<file path="config.mk">
export PLATFORM = sky130hd
export DESIGN_NAME = acpi_pm_regs
export DESIGN_NICKNAME = d
export VERILOG_FILES = /design/src/rtl/acpi_pm_regs.sv
export SDC_FILE = /design/constraint.sdc
export NUM_CORES = 1
export LEC_CHECK = 0
export CAP_MARGIN = 40
export CELL_PAD_IN_SITES_DETAIL_PLACEMENT = 0
export CELL_PAD_IN_SITES_GLOBAL_PLACEMENT = 2
export CORE_ASPECT_RATIO = 0.9
export CORE_MARGIN = 2
export CORE_UTILIZATION = 35
export CTS_CLUSTER_DIAMETER = 40
export DETAILED_ROUTE_END_ITERATION = 12
export DONT_BUFFER_PORTS = 1
export PLACE_DENSITY = 0.76
export SLEW_MARGIN = 5
export SYNTH_ARGS = -nofsm -noshare
export SYNTH_HDL_FRONTEND = slang
export SYNTH_SLANG_ARGS = --single-unit
</file>
<file path="constraint.sdc">
create_clock -name clk -period 2 [get_ports clk]
set_input_delay 0.4 -clock clk [delete_from_list [all_inputs] [get_ports clk]]
set_output_delay 0.4 -clock clk [all_outputs]
set_load 0.05 [all_outputs]
</file>
<file path="src/rtl/acpi_pm_regs.sv">
`timescale 1ns/1ps
module acpi_pm_regs #(
  parameter int          TMR_W    = 24,
  parameter int          WIN_BITS = 6,
  parameter logic [15:0] SCI_MASK = 16'h0521
) (
  input  logic        clk,
  input  logic        rst_n,
  input  logic [31:0] cfg_base,
  input  logic [7:0]  cfg_ctrl,
  input  logic [15:0] io_addr,
  input  logic        io_wide,
  input  logic        io_rd,
  input  logic        io_wr,
  input  logic [31:0] io_wdata,
  output logic [31:0] io_rdata,
  input  logic        tick,
  input  logic        evt_gbl,
  input  logic        evt_pwrbtn,
  input  logic        evt_rtc,
  output logic        sci
);

  localparam logic [3:0] OFS_STS = 4'h0;
  localparam logic [3:0] OFS_EN  = 4'h2;
  localparam logic [3:0] OFS_CTL = 4'h4;
  localparam logic [3:0] OFS_TMR = 4'h8;

  logic [15:0]      sts_q, en_q, ctl_q;
  logic [TMR_W-1:0] cnt_q, cnt_nxt;
  logic             hit, wr16, ovf;
  logic [3:0]       sel;
  logic [15:0]      set_bits, clr_bits;

  assign hit  = cfg_ctrl[0] && (io_addr[15:WIN_BITS] == cfg_base[15:WIN_BITS]);
  assign sel  = io_addr[3:0];
  assign wr16 = io_wr && hit && !io_wide;

  assign cnt_nxt = cnt_q + TMR_W'(1);
  assign ovf     = tick && (cnt_nxt[TMR_W-1] != cnt_q[TMR_W-1]);

  always_comb begin
    set_bits     = '0;
    set_bits[0]  = ovf;
    set_bits[5]  = evt_gbl;
    set_bits[8]  = evt_pwrbtn;
    set_bits[10] = evt_rtc;
  end

  assign clr_bits = (wr16 && sel == OFS_STS) ? io_wdata[15:0] : 16'h0000;

  always_ff @(posedge clk or negedge rst_n) begin
    if (!rst_n) begin
      sts_q <= '0;
      en_q  <= '0;
      ctl_q <= '0;
      cnt_q <= '0;
    end else begin
      sts_q <= (sts_q & ~clr_bits) | set_bits;
      if (wr16 && sel == OFS_EN)  en_q  <= io_wdata[15:0];
      if (wr16 && sel == OFS_CTL) ctl_q <= io_wdata[15:0];
      if (tick) cnt_q <= cnt_nxt;
    end
  end

  always_comb begin
    io_rdata = '0;
    if (io_rd && hit) begin
      if (!io_wide) begin
        case (sel)
          OFS_STS: io_rdata = {16'h0000, sts_q};
          OFS_EN:  io_rdata = {16'h0000, en_q};
          OFS_CTL: io_rdata = {16'h0000, ctl_q};
          default: io_rdata = '0;
        endcase
      end else if (sel == OFS_TMR) begin
        io_rdata = 32'(cnt_q);
      end
    end
  end

  assign sci = |(sts_q & en_q & SCI_MASK);

  logic unused_bits;
  assign unused_bits = ^{cfg_base[31:16], cfg_base[WIN_BITS-1:0], cfg_ctrl[7:1],
                         io_addr[WIN_BITS-1:4], io_wdata[31:16]};

endmodule

</file>
=== After elaboration in Yosys (flattened, before gate mapping) ===
Cells that the tools add are included.

* Register bits: 72
* Input port bits: 97
* Output and inout port bits: 33
* Logic and storage cells: 30

* $add $sub $neg: 1
* Equality and inequality tests: 5
* Mux-type cells: 5
* Bitwise operators: 4
* Reduce and logical (&&, ||, !) cells: 11

{| class="wikitable"
|+ Operator list
! kind !! count
|-
| $mux W32 || 2
|-
| $pmux W16 S3 || 1
|-
| $add A24 B1 Y24 const B || 1
|-
| $mux W24 || 1
|-
| $and A16 B16 Y16 || 1
|-
| $mux W16 || 1
|-
| $not A16 Y16 || 1
|-
| $or A16 B11 Y16 || 1
|-
| $and A11 B11 Y11 || 1
|-
| $eq A10 B10 Y1 || 1
|-
| $logic_and A1 B1 Y1 || 8
|-
| $eq A4 B2 Y1 const B || 1
|-
| $eq A4 B3 Y1 const B || 1
|-
| $eq A4 B4 Y1 const B || 1
|-
| $logic_not A4 Y1 || 1
|-
| $reduce_or A4 Y1 || 1
|-
| $logic_not A1 Y1 || 1
|-
| $ne A1 B1 Y1 || 1
|}

=== Longest topological paths before layout ===
* Depth after elaboration: 9
* Gate-level depth with buffers: 6
* Gate-level depth less buffers: 5

=== Worst setup path after synthesis ===
OpenSTA, ideal clock, no wires.

* Path kind: input to output
* Start point: input cfg_base[12]
* End point: output io_rdata[19]
* Data arrival time: 2.620 ns
* Required time: 1.600 ns
* Setup slack: -1.020 ns
* Stages on the path: 6
* Path buffers: 2
* Cell sequence: xnor2_1 > nand3_2 > or4_1 > clkbuf_1 > buf_2 > nor3_1

* Cells in the longest elaborated chain, start to end: 4

{| class="wikitable"
|+ RTL lines
! element !! RTL line !! text
|-
| start: declaration || 9 || <nowiki>input logic [31:0] cfg_base,</nowiki>
|-
| $eq A10 B10 Y1 || 35 || <nowiki>assign hit = cfg_ctrl[0] && (io_addr[15:WIN_BITS] == cfg_base[15:WIN_BITS]);</nowiki>
|-
| $logic_and A1 B1 Y1 || 35 ||
|-
| $logic_and A1 B1 Y1 || 68 || <nowiki>if (io_rd && hit) begin</nowiki>
|-
| $mux W32 || 68 ||
|-
| end: declaration || 16 || <nowiki>output logic [31:0] io_rdata,</nowiki>
|}

Every way passes these cells.

=== Final worst setup path ===
* Start point: input cfg_base[11]
* End point: output io_rdata[21]

Same word-level chain as after synthesis.

==> results by group <==
CTS
  • H-Tree Depth: 3
  • Cts bufs inserted: 9
  • Register clock-pin slew on the reported worst setup and hold paths: 60 ps
  • TritonCTS clock tree: built
  • Max clock buf depth: 2
  • Clock Latency Late Sink: 330 ps
  • Root Driver: clkbuf_16
  • Sinks on the clock net: 72

Synth
  • Synth Area in Simple Gates: 0.1452
  • Synth Flop Type: dfrtp_1
  • Adder-cell share of the synthesized area: 0.003284
  • Distinct cells, synth: 39
  • Top-area cell type share of the netlist area: 0.4729
  • Sequential fraction of the synthesis area: 0.4729
  • Synth area leaders: dfrtp_1 (47%), mux2_2 (7.4%), xnor2_1 (5.7%), mux2_4 (3.9%), mux2i_1 (3.7%)
  • Warnings from Yosys: 0
  • Synth Register Bits: 72
  • Xor/xnor share of the synthesized area: 0.07586
  • Combinational family with the most area after synthesis: multiplexers
  • Asr flop ratio synth: 1.000
  • Compound-Gate Fraction of Synth Area: 0.09819
  • Dominant cell type by area after synthesis: dfrtp_1
  • Cell Area, Synth: ~3800 um2
  • Mux contribution to synthesized area: 0.1501
  • Mean Syn Cell Area: 11.34 um2
  • Post-Syn Instances: roughly 340
  • Post-synth EDFFs: 0

Power and ir drop
  • LEAKAGE: around 2.3 nW
  • Pwr/cell area: approximately 690 nW/um2
  • Max VDD drop: about 460 uV

Drt
  • Vias per cell: roughly 5.3
  • Initial DRC count: 74
  • Wire length on met2: 4473 um
  • Post-DR wirelength/cell: between 15 and 20 um
  • Met3 wire len: roughly 600 um
  • First-pass DRT Iterations: 4
  • DRC violations left: 0
  • Post-Route WL: approximately 9600 um
  • Top sig layer: met4
  • Via count: ~2800
  • WL met1: ~4400 um
  • Final antenna-violating net count: 0

Place
  • Post-Place Cell Area: about 4800 um2
  • GP Congestion: about 0.77
  • Placed Instances: between 500 and 600
  • Number of port buffers: 0
  • HPWL after detailed placement: 6681 um

Setup path
  • CP Capture Type: output pin
  • Crit start category: input pin
  • Worst r2r path cells: 4
  • Critical path type: in2out
  • Worst reg-to-reg setup slack: 250 ps
  • Max FO, Critical Path: 6
  • CP required: ~1600 ps
  • Arr. time, crit path: around 1800 ps

Global routing
  • Vias in the first global route: between 2000 and 3000
  • First-pass GRT wire length: ~15000 um
  • Initial antenna violation count: 0
  • GRT Total Usage: 0.1706
  • GRT Residual Overflow: 0
  • Pin count of the biggest net entering global routing: between 70 and 80

Floorplanning
  • Starting Density: 0.3554
  • Die extent in x: about 110 um
  • Ports: between 100 and 150
  • Die area: 11740 um2
  • Core ar.: about 11000 um2
  • Die Ht: just over 100 um
  • Placement Rows: 36

Final layout
  • Final net count: 487
  • Layout cells sized above 1: 0.3893
  • Fillers: about 950
  • Design area: ~5300 um2
  • Utilization after layout: 0.4966
  • Layout area overhead: 39.74%
  • Antenna fix cells: 0
  • Most frequent cells in the layout: dfrtp_1 (72), buf_4 (29), mux2_2 (25)
  • Commonest non-fill, non-tap cell in the layout: dfrtp_1
  • Post-Layout Cell Count: roughly 530

Job
  • Max_cap viols: 0

Outcome
  • Failing checks: hold timing, setup timing
  • Status: complete, but fails checks

Timing
  • Final hold violation count: between 70 and 80
  • Hold WS: -235.4 ps
  • RSZ-0062 raised after global routing: true
  • Final min period: around 2200 ps
  • Crit share post-route: 1.084
  • Skew final: ~3.5 ps
  • Setup ws final: -168.4 ps
  • Pins over their slew limit: 0
  • Achievable Freq: between 400 and 500 MHz
  • Setup violators final: 24

Min path
  • Min-delay worst type: in2async
-- kinds of logic after synthesis --
group                      after synthesis
muxes                                   49
and+or+nand+nor                         96
other                                    1
adders and majority gates                1
AOI/OAI and AO/OA                       47
DFF                                     72
buffers and inverters                   37
xor gates and xnor gates                33
-- timing repair --
item / CTS / global route
endpoints found under the setup margin: 24 / 24
hold endpoints to repair: 72 / 72
cloned: 1 / 0
pin swaps: 3 / 3
resized for setup: 17 / 8
buffers inserted: 1 / 2
-- registers in the layout, summed over array words and instances, names as in the netlist --
signal,cells
cnt_q,24
ctl_q,16
en_q,16
sts_q,16
-- critical path, stage by stage --
cell	delay [ps]
xnor2_4	160
nand3_4	90
or4_4	610
buf_12	190
nor3_4	150
buf_12	160
-- per-layer routing --
metal	GRT usage	up-vias
met5	0	-
met4	0.05347	0
met3	0.04938	9
met2	0.2743	81
met1	0.2247	1399
li1	-	1302
-- worst paths after layout --
path | startpoint | to
max | cfg_base[11] | io_rdata[21]
min | rst_n | cnt_q[19]
max reg2reg | cnt_q[9] | cnt_q[20]
min reg2reg | cnt_q[23] | cnt_q[23]
max in group asynchronous | rst_n | en_q[13]
min in group clk | tick | cnt_q[0]
-- metrics by stage --
| step | TNS (ps) | total power, mW | hold WS (ps) | setup WS [ps] |
|---|---|---|---|---|
| after detailed placement | -9213 | 1.972 | 106.0 | -393.5 |
| after floorplan | -8005 | 1.870 | 104.4 | -424.3 |
| after global placement | -8614 | 1.966 | 106.2 | -399.9 |
| after global routing | -4270 | 3.825 | -254.1 | -211.3 |
| final | -3420 | 3.692 | -235.4 | -168.4 |
| after CTS | -3522 | 3.705 | -246.3 | -171.5 |
-- final cells by class --
class / instances / area, um2 / area share
Clock inverter: 5 / 81.33 / 0.01528
Multi-Input combinational cell: 234 / 2212 / 0.4155
Sequential cell: 72 / 1802 / 0.3384
Clock buffer: 10 / 239.0 / 0.04489
Timing Repair Buffer: 58 / 770.7 / 0.1448
Inverter: 14 / 52.55 / 0.009871
Tap cell: 133 / 166.4 / 0.03126
-- Yosys cell counts (all sizes together), types with 8 or more instances --
cell and count:
dfrtp 72, mux2 35, nor2 27, xnor2 25
nor3 18, buf 16, nand4 15, inv 14
mux2i 14, a22oi 13, a21boi 12, nand2 10
o2bb2ai 9, xor2 8
-- power breakdown --
group / internal, mW / switching (mW) / leakage (nW)
clock network: 1.12 / 0.590 / 0.155
logic: 0.202 / 0.182 / 1.18
registers: 1.53 / 0.0745 / 0.958
total: 2.85 / 0.846 / 2.29
No activity file was read; power rests on OpenSTA's default activity.
